<file path="config.mk">
export PLATFORM = sky130hd
export DESIGN_NAME = pll_lock_monitor
export DESIGN_NICKNAME = d
export VERILOG_FILES = /design/src/rtl/pll_lock_pkg.sv /design/src/rtl/lock_width_meter.sv /design/src/rtl/lock_qualifier.sv /design/src/rtl/lock_monitor_mux.sv /design/src/rtl/pll_lock_monitor.sv
export SDC_FILE = /design/constraint.sdc
export NUM_CORES = 1
export LEC_CHECK = 0
export BUFFER_PORTS_ARGS = -buffer_cell sky130_fd_sc_hd__buf_2
export CAP_MARGIN = 20
export CORE_MARGIN = 4
export CORE_UTILIZATION = 53
export DETAILED_ROUTE_END_ITERATION = 8
export HOLD_SLACK_MARGIN = 0.1
export PLACE_DENSITY = 0.77
export SLEW_MARGIN = 10
export SYNTH_ARGS = -nofsm -noshare
export SYNTH_HDL_FRONTEND = slang
export SYNTH_SLANG_ARGS = --single-unit
</file>
<file path="constraint.sdc">
create_clock -name clk -period 3.75 [get_ports clk]
set_clock_uncertainty 0.2 [all_clocks]
set_input_delay 0.1875 -clock clk [delete_from_list [all_inputs] [get_ports clk]]
set_output_delay 0.1875 -clock clk [all_outputs]
set_load 0.01 [all_outputs]
</file>
<file path="src/rtl/pll_lock_pkg.sv">
package pll_lock_pkg;

  typedef struct packed {
    logic show_clk;
    logic pick_a;
    logic pick_fb;
  } mon_sel_t;

  function automatic int meter_bits(input int unlock_cnt);
    return $clog2(unlock_cnt + 1) + 1;
  endfunction

  function automatic int run_bits(input int need);
    return $clog2(need + 1) + 1;
  endfunction

endpackage

</file>
<file path="src/rtl/lock_width_meter.sv">
module lock_width_meter #(
  parameter int UNLOCK_CNT = 2,
  parameter int CW         = pll_lock_pkg::meter_bits(UNLOCK_CNT)
) (
  input  logic          clk,
  input  logic          rst,
  input  logic          phase_err,
  input  logic          cmp_strobe,
  input  logic          pwr_save,
  output logic [CW-1:0] width,
  output logic          meas_valid
);

  logic [CW-1:0] acc;

  always_comb begin
    width      = acc + CW'(phase_err);
    meas_valid = cmp_strobe && !pwr_save;
  end

  always_ff @(posedge clk) begin
    if (rst) begin
      acc <= '0;
    end else if (pwr_save || cmp_strobe) begin
      acc <= '0;
    end else if (phase_err && (32'(acc) < UNLOCK_CNT)) begin
      acc <= acc + 1'b1;
    end
  end

  assert_ps_clears_R7: assert property (@(posedge clk) disable iff (rst)
    pwr_save |=> (acc == '0));

  assert_acc_bound_R5: assert property (@(posedge clk) disable iff (rst)
    32'(acc) <= UNLOCK_CNT);

endmodule

</file>
<file path="src/rtl/lock_qualifier.sv">
module lock_qualifier #(
  parameter int UNLOCK_CNT = 2,
  parameter int LOCK_CNT   = 4,
  parameter int NEED       = 10,
  parameter int CW         = pll_lock_pkg::meter_bits(UNLOCK_CNT)
) (
  input  logic          clk,
  input  logic          rst,
  input  logic [CW-1:0] width,
  input  logic          meas_valid,
  output logic          locked
);

  localparam int SW = pll_lock_pkg::run_bits(NEED);

  logic [SW-1:0] run;
  logic          too_wide;
  logic          in_window;

  always_comb begin
    too_wide  = 32'(width) >= UNLOCK_CNT;
    in_window = !too_wide && (32'(width) <= LOCK_CNT);
  end

  always_ff @(posedge clk) begin
    if (rst) begin
      run    <= '0;
      locked <= 1'b0;
    end else if (meas_valid) begin
      if (too_wide) begin
        run    <= '0;
        locked <= 1'b0;
      end else if (in_window) begin
        if (32'(run) < NEED) run <= run + 1'b1;
        if (32'(run) + 1 >= NEED) locked <= 1'b1;
      end else begin
        run <= '0;
      end
    end
  end

  // the flag moves only on an accepted strobe
  assert_rise_on_strobe_R6: assert property (@(posedge clk) disable iff (rst)
    $rose(locked) |-> $past(meas_valid));

  assert_fall_on_wide_R2: assert property (@(posedge clk) disable iff (rst)
    $fell(locked) |-> $past(meas_valid && (32'(width) >= UNLOCK_CNT)));

  assert_run_cap_R3: assert property (@(posedge clk) disable iff (rst)
    32'(run) <= NEED);

  assert_hold_idle_R7: assert property (@(posedge clk) disable iff (rst)
    !meas_valid |=> $stable(locked));

endmodule

</file>
<file path="src/rtl/lock_monitor_mux.sv">
module lock_monitor_mux (
  input  logic       clk,
  input  logic       rst,
  input  logic [1:0] ch_locked,
  input  logic [1:0] ch_pwr_save,
  input  logic [1:0] ch_ref,
  input  logic [1:0] ch_fb,
  input  logic [2:0] sel,
  output logic       lock_all,
  output logic       mon_out
);
  import pll_lock_pkg::*;

  mon_sel_t s;
  logic     all_ok;
  logic     clk_pick;
  logic     ch_idx;

  always_comb begin
    s        = mon_sel_t'(sel);
    all_ok   = &(ch_locked | ch_pwr_save);
    ch_idx   = s.pick_a ? 1'b0 : 1'b1;
    clk_pick = s.pick_fb ? ch_fb[ch_idx] : ch_ref[ch_idx];
  end

  always_ff @(posedge clk) begin
    if (rst) begin
      lock_all <= 1'b0;
      mon_out  <= 1'b0;
    end else begin
      lock_all <= all_ok;
      mon_out  <= s.show_clk ? clk_pick : all_ok;
    end
  end

  assert_all_low_R8: assert property (@(posedge clk) disable iff (rst)
    (!ch_locked[0] && !ch_pwr_save[0]) |=> !lock_all);

  assert_all_high_R8: assert property (@(posedge clk) disable iff (rst)
    (ch_locked == 2'b11) |=> lock_all);

  assert_ref_b_R9: assert property (@(posedge clk) disable iff (rst)
    (sel == 3'b100) |=> (mon_out == $past(ch_ref[1])));

  assert_fb_a_R9: assert property (@(posedge clk) disable iff (rst)
    (sel == 3'b111) |=> (mon_out == $past(ch_fb[0])));

endmodule

</file>
<file path="src/rtl/pll_lock_monitor.sv">
module pll_lock_monitor #(
  parameter int A_UNLOCK_CNT = 2,
  parameter int A_LOCK_CNT   = 4,
  parameter int A_NEED       = 10,
  parameter int B_UNLOCK_CNT = 4,
  parameter int B_LOCK_CNT   = 8,
  parameter int B_NEED       = 3
) (
  input  logic       clk,
  input  logic       rst,
  input  logic       a_phase_err,
  input  logic       a_cmp_strobe,
  input  logic       a_pwr_save,
  input  logic       a_ref_div,
  input  logic       a_fb_div,
  input  logic       b_phase_err,
  input  logic       b_cmp_strobe,
  input  logic       b_pwr_save,
  input  logic       b_ref_div,
  input  logic       b_fb_div,
  input  logic [2:0] mon_sel,
  output logic       a_locked,
  output logic       b_locked,
  output logic       lock_all,
  output logic       mon_out
);

  localparam int NCH = 2;

  logic [NCH-1:0] err_v, strb_v, ps_v, ref_v, fb_v, lk_v;

  assign err_v  = {b_phase_err, a_phase_err};
  assign strb_v = {b_cmp_strobe, a_cmp_strobe};
  assign ps_v   = {b_pwr_save, a_pwr_save};
  assign ref_v  = {b_ref_div, a_ref_div};
  assign fb_v   = {b_fb_div, a_fb_div};

  for (genvar c = 0; c < NCH; c++) begin : g_ch
    localparam int UL = (c == 0) ? A_UNLOCK_CNT : B_UNLOCK_CNT;
    localparam int LK = (c == 0) ? A_LOCK_CNT   : B_LOCK_CNT;
    localparam int ND = (c == 0) ? A_NEED       : B_NEED;
    localparam int CW = pll_lock_pkg::meter_bits(UL);

    logic [CW-1:0] width;
    logic          meas_valid;

    lock_width_meter #(.UNLOCK_CNT(UL), .CW(CW)) u_meter (
      .clk        (clk),
      .rst        (rst),
      .phase_err  (err_v[c]),
      .cmp_strobe (strb_v[c]),
      .pwr_save   (ps_v[c]),
      .width      (width),
      .meas_valid (meas_valid)
    );

    lock_qualifier #(.UNLOCK_CNT(UL), .LOCK_CNT(LK), .NEED(ND), .CW(CW)) u_qual (
      .clk        (clk),
      .rst        (rst),
      .width      (width),
      .meas_valid (meas_valid),
      .locked     (lk_v[c])
    );
  end

  lock_monitor_mux u_mux (
    .clk         (clk),
    .rst         (rst),
    .ch_locked   (lk_v),
    .ch_pwr_save (ps_v),
    .ch_ref      (ref_v),
    .ch_fb       (fb_v),
    .sel         (mon_sel),
    .lock_all    (lock_all),
    .mon_out     (mon_out)
  );

  assign a_locked = lk_v[0];
  assign b_locked = lk_v[1];

  assert_reset_clear_R1: assert property (@(posedge clk)
    $past(rst) |-> (!a_locked && !b_locked && !lock_all && !mon_out));

endmodule

</file>
==> results.rst, run 1 <==
.. list-table::
   :header-rows: 1

   * - Metric
     - Value
   * - Total I/O pin count
     - 19
   * - Number of warnings reported in the yosys synthesis log
     - 0
   * - Post-placement setup slack
     - 1.99 ns
   * - Top cells by area, synth
     - sky130_fd_sc_hd__dfxtp_1 (38%), sky130_fd_sc_hd__ha_1 (8.8%), sky130_fd_sc_hd__nor2_1 (4.9%)
   * - Layout Nets
     - 172
   * - Clock tree from TritonCTS
     - built
   * - Number of instances in the synthesized netlist
     - 113
   * - Sequential element share of the synthesized area
     - 0.384
   * - Critical path required time
     - 3.74 ns
   * - Via count of the first global-routing pass
     - 951
   * - First-iteration detailed-routing DRC count
     - 21
   * - Synthesized area
     - 991 sq um
   * - Reg-to-reg slack, setup
     - 1.50 ns
   * - Global-route wire length before repair
     - 3800 microns
   * - Capturing point of the worst reg2reg path
     - u_mux.mon_out
   * - Cts bufs inserted
     - 3
   * - Number of hold-slack violations in the final timing report
     - 0
   * - Max-capacitance violation count
     - 0
   * - Cell depth of the worst hold path
     - 2
   * - Post-CTS Setup Bufs
     - 0
   * - Largest net degree at the start of global routing
     - 16
   * - Worst min-delay path startpoint
     - g_ch[1].u_meter.acc[3]
   * - Remaining number of nets flagged by the antenna check after routing
     - 0
   * - Async SR Flop Fraction
     - 0
   * - RSZ-0062 raised after global routing
     - no
   * - CP startpoint kind
     - primary input
   * - Area added between synthesis and finish
     - 29.7%
   * - Critical Path End Type
     - register
   * - Final max-slew violation count
     - 0
   * - Final Wtd Congestion
     - 0.827
   * - Clock Root Buffer
     - sky130_fd_sc_hd__clkbuf_4
   * - Slowest cell on the critical path
     - sky130_fd_sc_hd__dlygate4sd3_1
   * - Achievable frequency
     - 405 MHz
   * - Quantity of gates resized following cts
     - 0
   * - Die width
     - 51.2 microns
   * - Share of the clock period used by the worst path after layout
     - 0.659
   * - Register bit total from synthesis
     - 19
   * - Top cell type's share of synthesized area
     - 0.384
   * - Least setup slack across all paths after layout
     - 1.28 ns
   * - Main flop type after synthesis
     - sky130_fd_sc_hd__dfxtp_1
   * - Number of antenna violations at the first check in global routing
     - 0
   * - Crit path largest cell delay
     - 0.58 ns
   * - Hold Crit Class
     - register to register
   * - Layout Utilization
     - 0.736
   * - Worst reg-to-reg path cell count
     - 6
   * - Sink Count
     - 19
   * - Number of H-tree levels
     - 1
   * - Die Area
     - 0.00263 sq mm
   * - Maximum VDD drop
     - 0.000213 V
   * - Mean instance size in the synthesized netlist
     - 8.77 sq um
   * - Length of the first detailed-routing pass in iterations
     - 4
   * - Cell breakdown of the critical path
     - dlygate4sd3_1 > buf_2 > o22ai_1 > nor2_1 > a21oi_1 > dlygate4sd3_1 > nor2_1 > dlygate4sd3_1
   * - GRT Util Overall
     - 0.189
   * - Cell repeated most along the worst path
     - sky130_fd_sc_hd__dlygate4sd3_1
   * - Floorplan die height
     - 51.2 microns
   * - Number of remaining DRC errors
     - 0
   * - Total length of routed wires
     - 2170 microns
   * - GRT Residual Overflow
     - 0
   * - I/O Buffers
     - 18
   * - Endpoints failing setup
     - 0
   * - Actual transition at the worst max-transition pin
     - 0.507 ns
   * - Antenna diodes
     - 0
   * - Outcome
     - finished clean
   * - Routed len/inst
     - 12.5 microns
   * - Number of vias in the routed layout
     - 973
   * - Cell area power density
     - 284 mW/mm^2
   * - Placement Cell Area
     - 0.00111 sq mm
   * - Number of unique standard cell types used by synthesis
     - 38
   * - Synth Net Count
     - 135
   * - Reported leakage power
     - 0.000542 uW
   * - Critical path start-end classification
     - primary input to register
   * - Cell area after layout
     - 0.00128 sq mm
   * - Worst rel slew slack
     - 0.661
   * - Final setup TNS
     - 0 ns
   * - Clock slew at reported path FFs
     - 0.10 ns
   * - Total half-perimeter wirelength after legalization and detailed placement
     - 1550 microns
   * - Mean number of vias per cell
     - 5.59
   * - Total Power Consumption
     - 365 uW
   * - Maximum net fanout on the critical path
     - 6
   * - Hold path endpoint
     - g_ch[1].u_meter.acc[3]
   * - Number of enable flip-flop cells after synthesis
     - 0
   * - Initial cell density of the core
     - 0.568
   * - Clock latency of the later-clocked register in the worst-skew pair
     - 0.29 ns
   * - Maximum count of clock buffers along a single path
     - 2
   * - Standard-cell rows
     - 15
   * - Minimum clock period
     - 2.47 ns
   * - Reg2Reg Launch Point
     - g_ch[1].u_qual.locked
   * - Fraction of layout cells with a size suffix above 1
     - 0.174
   * - Top cell type by total area after synthesis
     - sky130_fd_sc_hd__dfxtp_1
   * - Data arrival time of the worst path
     - 2.46 ns
   * - Area of the placeable core
     - 0.00175 sq mm
[synthesized netlist by cell type, drive strengths merged (2+ instances only)]
cell type	number
a21oi	5
a31oi	5
and2	2
dfxtp	19
ha	7
inv	9
nand2	7
nand2b	2
nand3	4
nand4	3
nor2	14
nor3	4
nor3b	3
nor4	2
o21ai	3
o22ai	2
o32ai	2
o41ai	2
xnor2	2
[through the flow]
| stage | cells | hold slack (ns) |
|---|---|---|
| finish | 174 | 0.302 |
| floorplan | 113 | 0.0637 |
| detailed placement | 155 | 0.227 |
| global placement | 155 | 0.221 |
| global route | 174 | 0.347 |
| CTS | 174 | 0.303 |
[power breakdown]
group	internal [uW]	switching (uW)	total [uW]	leakage, uW
combinational	29.1	24.4	53.5	0.000373
sequential	206	4.04	210	0.000154
clock	41.4	59.2	101	0.0000150
total	277	87.6	365	0.000542
[registers in the layout (all words and copies together) (netlist names)]
signal	flops
g_ch.u_meter.acc	7
g_ch.u_qual.locked	2
g_ch.u_qual.run	8
u_mux.lock_all	1
u_mux.mon_out	1
[repair_timing]
action                     CTS  global route
setup endpoints to repair    0             0
hold buffers                15             0
hold endpoints to repair    11             0
[critical path: cells and delay by family]
family | cells | cell delay [ns]
simple gates | 2 | 0.11
compound gates | 2 | 0.34
buf+inv | 4 | 1.83
[cell type report]
class / count / area (sq um)
clock buffer: 4 / 26.3
fill: 145 / 460
inverter: 9 / 33.8
multi-input combinational: 84 / 573
sequential: 19 / 380
tap: 25 / 31.3
timing repair buffer: 33 / 240
[worst max-delay path by stage]
stage / endpoint / from / slack (ns)
after CTS: u_mux.mon_out / a_pwr_save / 1.36
after global routing: u_mux.mon_out / a_pwr_save / 1.18
final: u_mux.mon_out / a_pwr_save / 1.28
after global placement: g_ch[0].u_qual.locked / g_ch[0].u_qual.run[0] / 2.09
after detailed placement: g_ch[0].u_qual.locked / g_ch[0].u_qual.run[0] / 1.99
after floorplan: g_ch[0].u_qual.locked / g_ch[0].u_qual.run[0] / 2.13
[cells by family after synthesis]
group / count (synthesis) / synth area share
simple gates: 49 / 0.273
flops: 19 / 0.384
xor+xnor: 3 / 0.0265
compound gates: 23 / 0.158
buf+inv: 10 / 0.0379
fa+ha+maj: 7 / 0.0884
mux: 2 / 0.0328
[routing by layer]
layer  global-route usage  part of all wire  up-vias
met5                    0                 0        -
li1                     -                 -      492
met1                0.216              0.42      456
met2                0.341              0.52       19
met4               0.0961             0.029        0
met3               0.0233             0.033        6
[layout by cell type, fill, tap and decap left out, types with 2 or more instances in the layout]
cell type | netlist | layout
sky130_fd_sc_hd__nand3_1 | 4 | 4
sky130_fd_sc_hd__nand4_1 | 3 | 3
sky130_fd_sc_hd__o22ai_1 | 2 | 2
sky130_fd_sc_hd__inv_1 | 9 | 9
sky130_fd_sc_hd__dfxtp_1 | 19 | 19
sky130_fd_sc_hd__nor4_1 | 2 | 2
sky130_fd_sc_hd__nor2_1 | 13 | 13
sky130_fd_sc_hd__xnor2_1 | 2 | 2
sky130_fd_sc_hd__a21oi_1 | 5 | 5
sky130_fd_sc_hd__nand2_1 | 7 | 7
sky130_fd_sc_hd__ha_1 | 7 | 7
sky130_fd_sc_hd__buf_2 | 0 | 18
sky130_fd_sc_hd__clkbuf_4 | 0 | 3
sky130_fd_sc_hd__nor3_1 | 4 | 4
sky130_fd_sc_hd__nor3b_1 | 3 | 3
sky130_fd_sc_hd__o41ai_1 | 2 | 2
sky130_fd_sc_hd__o32ai_1 | 2 | 2
sky130_fd_sc_hd__dlygate4sd3_1 | 0 | 15
sky130_fd_sc_hd__and2_1 | 2 | 2
sky130_fd_sc_hd__o21ai_0 | 2 | 2
sky130_fd_sc_hd__a31oi_1 | 5 | 5
Power figures use the tool's default switching activity.
==> run 2, diff against run 1 <==
--- a/config.mk
+++ b/config.mk
@@ -8,10 +8,10 @@
 export BUFFER_PORTS_ARGS = -buffer_cell sky130_fd_sc_hd__buf_2
 export CAP_MARGIN = 20
 export CORE_MARGIN = 4
-export CORE_UTILIZATION = 53
+export CORE_UTILIZATION = 48
 export DETAILED_ROUTE_END_ITERATION = 8
 export HOLD_SLACK_MARGIN = 0.1
-export PLACE_DENSITY = 0.77
+export PLACE_DENSITY = 0.74
 export SLEW_MARGIN = 10
 export SYNTH_ARGS = -nofsm -noshare
 export SYNTH_HDL_FRONTEND = slang
==> constraint.sdc (replaced) <==
create_clock -name clk -period 2.1 [get_ports clk]
set_clock_uncertainty 0.2 [all_clocks]
set_input_delay 0.105 -clock clk [delete_from_list [all_inputs] [get_ports clk]]
set_output_delay 0.105 -clock clk [all_outputs]
set_load 0.01 [all_outputs]
==> run 2 against run 1 <==
Against the previous run: power increased by 84%; worst hold slack got worse by 0.0030 ns; utilization shrank 7.7 points; critical path depth down 4; non-clock buffer count unchanged; cell count rose by 1.1%; largest cell class unchanged; largest power group unchanged.
==> results.rst, run 2 (same netlist as run 1, synthesis figures left out) <==
.. list-table::
   :header-rows: 1

   * - Metric
     - Value
   * - Number of vias in the routed layout
     - 999
   * - Final setup TNS
     - 0 ns
   * - GRT Util Overall
     - 0.193
   * - Register ranked first by flip-flop count
     - g_ch.u_qual.run
   * - Max-capacitance violation count
     - 0
   * - Reg-to-reg slack, setup
     - 0.15 ns
   * - First-iteration detailed-routing DRC count
     - 36
   * - GRT Residual Overflow
     - 0
   * - Total half-perimeter wirelength after legalization and detailed placement
     - 1610 microns
   * - Post-route worst hold slack
     - 0.299 ns
   * - Final max-slew violation count
     - 0
   * - Clock slew at reported path FFs
     - 0.12 ns
   * - Length of the first detailed-routing pass in iterations
     - 4
   * - Most frequent cells in the layout
     - sky130_fd_sc_hd__dfxtp_1 (19), sky130_fd_sc_hd__buf_2 (18), sky130_fd_sc_hd__dlygate4sd3_1 (15), sky130_fd_sc_hd__nor2_1 (13), sky130_fd_sc_hd__inv_1 (9)
   * - Largest net degree at the start of global routing
     - 16
   * - Capturing point of the worst reg2reg path
     - g_ch[0].u_meter.acc[2]
   * - Layout Utilization
     - 0.659
   * - Power dissipated by switching net loads
     - 179 uW
   * - Flip-flop count of the largest register after layout
     - 8
   * - Worst reg-to-reg path cell count
     - 4
   * - Hold Crit Class
     - register to register
   * - Total I/O pin count
     - 19
   * - Cell depth of the worst hold path
     - 2
   * - Endpoints failing setup
     - 0
   * - Number of antenna violations at the first check in global routing
     - 0
   * - Critical path required time
     - 2.16 ns
   * - Die Area
     - 0.00286 sq mm
   * - Maximum net fanout on the critical path
     - 5
   * - Proportion of power drawn by the clock network
     - 0.296
   * - Data arrival time of the worst path
     - 2.01 ns
   * - Floorplan die height
     - 53.4 microns
   * - Share of power burned in registers
     - 0.560
   * - Share of the clock period used by the worst path after layout
     - 0.927
   * - I/O Buffers
     - 18
   * - Remaining number of nets flagged by the antenna check after routing
     - 0
   * - Global-route wire length before repair
     - 3930 microns
   * - RSZ-0062 raised after global routing
     - no
   * - CP startpoint kind
     - register
   * - DR WL met2
     - 1320 microns
   * - Actual transition at the worst max-transition pin
     - 0.561 ns
   * - Number of H-tree levels
     - 1
   * - Total length of routed wires
     - 2460 microns
   * - Share of total power consumed by net switching
     - 0.266
   * - Relative contribution of combinational cells to total power
     - 0.144
   * - Mean number of vias per cell
     - 5.68
   * - Reg2Reg Launch Point
     - g_ch[0].u_meter.acc[1]
   * - Number of remaining DRC errors
     - 0
   * - Reported leakage power
     - 0.000538 uW
   * - Layout Nets
     - 172
   * - Total Power Consumption
     - 672 uW
   * - Clock tree from TritonCTS
     - built
   * - Clock Root Buffer
     - sky130_fd_sc_hd__clkbuf_4
   * - Routed wl met3
     - 84 microns
   * - CP startpoint
     - g_ch[0].u_meter.acc[1]
   * - Outcome
     - finished clean
   * - Clock latency of the later-clocked register in the worst-skew pair
     - 0.31 ns
   * - Post-placement setup slack
     - 0.369 ns
   * - Die width
     - 53.4 microns
   * - Critical Path End Type
     - register
   * - Hold path endpoint
     - g_ch[1].u_qual.locked
   * - Antenna diodes
     - 0
   * - Final Wtd Congestion
     - 0.838
   * - Area of the placeable core
     - 0.00196 sq mm
   * - Routed len/inst
     - 14.0 microns
   * - Initial cell density of the core
     - 0.505
   * - Sink Count
     - 19
   * - Via count of the first global-routing pass
     - 940
   * - Cts bufs inserted
     - 3
   * - Standard-cell rows
     - 16
   * - Area added between synthesis and finish
     - 30.4%
   * - Uppermost routed layer
     - met4
   * - Critical path start-end classification
     - register to register
   * - Maximum VDD drop
     - 0.000309 V
   * - Number of hold-slack violations in the final timing report
     - 0
   * - Maximum count of clock buffers along a single path
     - 2
   * - Met1 Wirelength
     - 1030 microns
   * - Cell area power density
     - 520 mW/mm^2
   * - Most frequent standard cell in the layout excluding fill and tap cells
     - sky130_fd_sc_hd__dfxtp_1
   * - Fraction of layout cells with a size suffix above 1
     - 0.181
   * - Least setup slack across all paths after layout
     - 0.152 ns
   * - Achievable frequency
     - 513 MHz
   * - Worst min-delay path startpoint
     - g_ch[1].u_qual.locked
   * - Power Internal
     - 493 uW
   * - Worst rel slew slack
     - 0.625
   * - Top Registers
     - g_ch.u_qual.run (8), g_ch.u_meter.acc (7), g_ch.u_qual.locked (2)
   * - Minimum clock period
     - 1.95 ns
-- run 2: metrics by stage --
step	area [sq um]	std cells
after global placement	1110	157
after detailed placement	1110	157
after floorplan	991	113
final	1290	176
after CTS	1290	176
after global routing	1290	176
-- run 2: what timing repair did --
action,4_1_cts,5_1_grt
setup endpoints to repair,0,1
endpoints found under the hold margin,17,0
buffers inserted,0,0
hold buffers,15,0
gates resized for setup,0,1
-- run 2: power by group through the flow --
stage | logic [uW] | registers (uW) | clock network, uW
after floorplan | 44.5 | 384 | 0
after global placement | 71.8 | 383 | 0
after detailed placement | 74.9 | 384 | 0
after CTS | 94.2 | 376 | 196
after global routing | 105 | 378 | 215
final | 96.6 | 376 | 199
-- run 2: critical path, stage by stage (launching register included) --
cell and delay (ns):
sky130_fd_sc_hd__dfxtp_1 0.43, sky130_fd_sc_hd__ha_1 0.18, sky130_fd_sc_hd__nand3b_1 0.08, sky130_fd_sc_hd__a2111oi_1 0.41
sky130_fd_sc_hd__dlygate4sd3_1 0.60
-- run 2: worst max path at each step --
stage	to	slack (ns)	cells after the start
2_1_floorplan	g_ch[0].u_qual.locked	0.48	4
3_3_place_gp	g_ch[0].u_qual.locked	0.44	4
3_5_place_dp	g_ch[0].u_qual.locked	0.37	6
4_1_cts	g_ch[0].u_meter.acc[2]	0.22	4
5_1_grt	g_ch[0].u_meter.acc[2]	0.03	4
6_report	g_ch[0].u_meter.acc[2]	0.15	4
-- run 2: per-layer routing --
metal | up-vias | GRT usage
met2 | 21 | 0.357
met3 | 5 | 0.0366
li1 | 488 | -
met1 | 485 | 0.210
met5 | - | 0
met4 | 0 | 0.0766
-- run 2: cell type report --
class,count,area (sq um)
Inverter,9,33.8
Multi-Input combinational cell,84,574
Fill cell,173,669
Sequential cell,19,380
Clock buffer,3,22.5
Clock inverter,1,7.51
Tap cell,27,33.8
Timing Repair Buffer,33,240
==> run 3, diff against run 2 <==
--- a/config.mk
+++ b/config.mk
@@ -7,6 +7,7 @@
 export LEC_CHECK = 0
 export BUFFER_PORTS_ARGS = -buffer_cell sky130_fd_sc_hd__buf_2
 export CAP_MARGIN = 20
+export CORE_ASPECT_RATIO = 1.4
 export CORE_MARGIN = 4
 export CORE_UTILIZATION = 48
 export DETAILED_ROUTE_END_ITERATION = 8
==> run 3 against run 2 <==
Against the previous run: fmax is 1.6% higher; utilization shrank 1.5 points; largest cell class unchanged; register-to-register slack gained 0.07 ns; critical path depth up 1; die area is 0.36% higher; worst setup slack better by 0.031 ns; cell count fell by 4.0%; clock power shrank 8%.
==> results.rst, run 3 (same netlist as run 1, synthesis figures left out) <==
.. list-table::
   :header-rows: 1

   * - Metric
     - Value
   * - Maximum net fanout on the critical path
     - 15
   * - Critical Path End Type
     - register
   * - Relative contribution of combinational cells to total power
     - 0.141
   * - Minimum clock period
     - 1.92 ns
   * - Share of total power consumed by net switching
     - 0.247
   * - Die Area
     - 0.00287 sq mm
   * - CP startpoint kind
     - primary input
   * - Register ranked first by flip-flop count
     - g_ch.u_qual.run
   * - Global-route wire length before repair
     - 3670 microns
   * - Endpoints failing setup
     - 0
   * - Clock slew at reported path FFs
     - 0.11 ns
   * - Fillers
     - 166
   * - Data arrival time of the worst path
     - 1.96 ns
   * - Achievable frequency
     - 522 MHz
   * - Via count of the first global-routing pass
     - 953
   * - Proportion of power drawn by the clock network
     - 0.281
   * - Worst rel slew slack
     - 0.619
   * - Total length of routed wires
     - 2150 microns
   * - Number of remaining DRC errors
     - 0
   * - Share of the clock period used by the worst path after layout
     - 0.913
   * - Layout Utilization
     - 0.644
   * - Final Wtd Congestion
     - 0.780
   * - Layout Cells excl Fill
     - 169
   * - Number of hold-slack violations in the final timing report
     - 0
   * - Clock Root Buffer
     - sky130_fd_sc_hd__clkbuf_4
   * - Critical path start-end classification
     - primary input to register
   * - RSZ-0062 raised after global routing
     - no
   * - Total I/O pin count
     - 19
   * - Number of placed instances with taps included
     - 151
   * - GRT Residual Overflow
     - 0
   * - Cell depth of the worst hold path
     - 2
   * - First-iteration detailed-routing DRC count
     - 11
   * - Initial cell density of the core
     - 0.502
   * - Die width
     - 46.4 microns
   * - Power Internal
     - 490 uW
   * - Number of H-tree levels
     - 1
   * - Post-route worst hold slack
     - 0.288 ns
   * - Length of the first detailed-routing pass in iterations
     - 4
   * - Worst reg-to-reg path cell count
     - 4
   * - Number of antenna violations at the first check in global routing
     - 0
   * - Max-capacitance violation count
     - 0
   * - Standard-cell rows
     - 19
   * - Post-CTS Setup Bufs
     - 0
   * - Final max-slew violation count
     - 0
   * - Remaining number of nets flagged by the antenna check after routing
     - 0
   * - Placement Cell Area
     - 0.00110 sq mm
   * - Power dissipated by switching net loads
     - 161 uW
   * - Share of power burned in registers
     - 0.578
   * - Routed len/inst
     - 12.7 microns
   * - Clock latency of the later-clocked register in the worst-skew pair
     - 0.30 ns
   * - Top Registers
     - g_ch.u_qual.run (8), g_ch.u_meter.acc (7), g_ch.u_qual.locked (2)
   * - Maximum count of clock buffers along a single path
     - 2
   * - Total half-perimeter wirelength after legalization and detailed placement
     - 1610 microns
   * - Cell area power density
     - 512 mW/mm^2
   * - Actual transition at the worst max-transition pin
     - 0.570 ns
   * - I/O Buffers
     - 18
   * - Fraction of layout cells with a size suffix above 1
     - 0.182
   * - Most frequent standard cell in the layout excluding fill and tap cells
     - sky130_fd_sc_hd__dfxtp_1
   * - Mean number of vias per cell
     - 5.78
   * - Maximum VDD drop
     - 0.000395 V
   * - Quantity of gates resized following cts
     - 0
   * - Layout Nets
     - 171
   * - Hold-fix buffers at CTS
     - 14
   * - Largest net degree at the start of global routing
     - 16
   * - Floorplan die height
     - 61.8 microns
   * - Most frequent cells in the layout
     - sky130_fd_sc_hd__dfxtp_1 (19), sky130_fd_sc_hd__buf_2 (18), sky130_fd_sc_hd__dlygate4sd3_1 (14), sky130_fd_sc_hd__nor2_1 (13), sky130_fd_sc_hd__inv_1 (9)
   * - Sink Count
     - 19
   * - Hold Crit Class
     - register to register
   * - Critical path required time
     - 2.14 ns
   * - Area of the placeable core
     - 0.00197 sq mm
   * - Reported leakage power
     - 0.000539 uW
   * - Area added between synthesis and finish
     - 28.3%
   * - Cts bufs inserted
     - 3
   * - Final setup TNS
     - 0 ns
   * - Cell area after layout
     - 0.00127 sq mm
   * - Antenna diodes
     - 0
   * - Flip-flop count of the largest register after layout
     - 8
   * - GRT Util Overall
     - 0.176
   * - Outcome
     - finished clean
   * - Clock tree from TritonCTS
     - built
   * - Number of vias in the routed layout
     - 977
[run 3: changes by cell type in the layout (fill, tap and decap cells not counted)]
cell	delta
sky130_fd_sc_hd__clkinvlp_4	-1
sky130_fd_sc_hd__dlygate4sd3_1	-1
sky130_fd_sc_hd__a2111oi_0	+1
sky130_fd_sc_hd__clkinv_2	+1
sky130_fd_sc_hd__a2111oi_1	-1
[run 3: worst max-delay path, stage by stage]
cell and delay, ns:
sky130_fd_sc_hd__dlygate4sd3_1 0.55, sky130_fd_sc_hd__buf_2 0.22, sky130_fd_sc_hd__or3_1 0.39, sky130_fd_sc_hd__nor2_1 0.13, sky130_fd_sc_hd__dlygate4sd3_1 0.56
[run 3: worst paths after layout]
path,from,slack [ns],endpoint
setup / recovery,rst,0.18,g_ch[1].u_meter.acc[2]
hold / removal,g_ch[1].u_qual.locked,0.29,g_ch[1].u_qual.locked
setup reg to reg,g_ch[0].u_meter.acc[1],0.22,g_ch[0].u_meter.acc[2]
hold reg to reg,g_ch[1].u_qual.locked,0.29,g_ch[1].u_qual.locked
[run 3: area by class of cell]
| class | count | area (sq um) | area share |
|---|---|---|---|
| Clock inverter | 1 | 5.00 | 0.00394 |
| Multi-Input combinational cell | 84 | 573 | 0.451 |
| Inverter | 9 | 33.8 | 0.0266 |
| Tap cell | 21 | 26.3 | 0.0207 |
| Timing Repair Buffer | 32 | 230 | 0.181 |
| Clock buffer | 3 | 22.5 | 0.0177 |
| Sequential cell | 19 | 380 | 0.299 |
[run 3: per-stage QoR]
stage | setup WS, ns | total power, uW
6_report | 0.183 | 650
5_1_grt | 0.0914 | 684
4_1_cts | 0.227 | 656
3_5_place_dp | 0.392 | 459
3_3_place_gp | 0.439 | 456
2_1_floorplan | 0.479 | 429
[run 3: power groups by stage]
stage          Combinational, uW  Clock, uW  Sequential (uW)
5_1_grt                      104        203              377
2_1_floorplan               44.5          0              384
4_1_cts                     91.2        189              376
6_report                    91.8        183              376
3_3_place_gp                72.6          0              383
3_5_place_dp                74.5          0              384
[run 3: per-layer routing]
metal,routed length [microns],GRT usage
met5,0,0
met4,48,0.102
met3,93,0.0375
met2,1120,0.303
met1,884,0.195
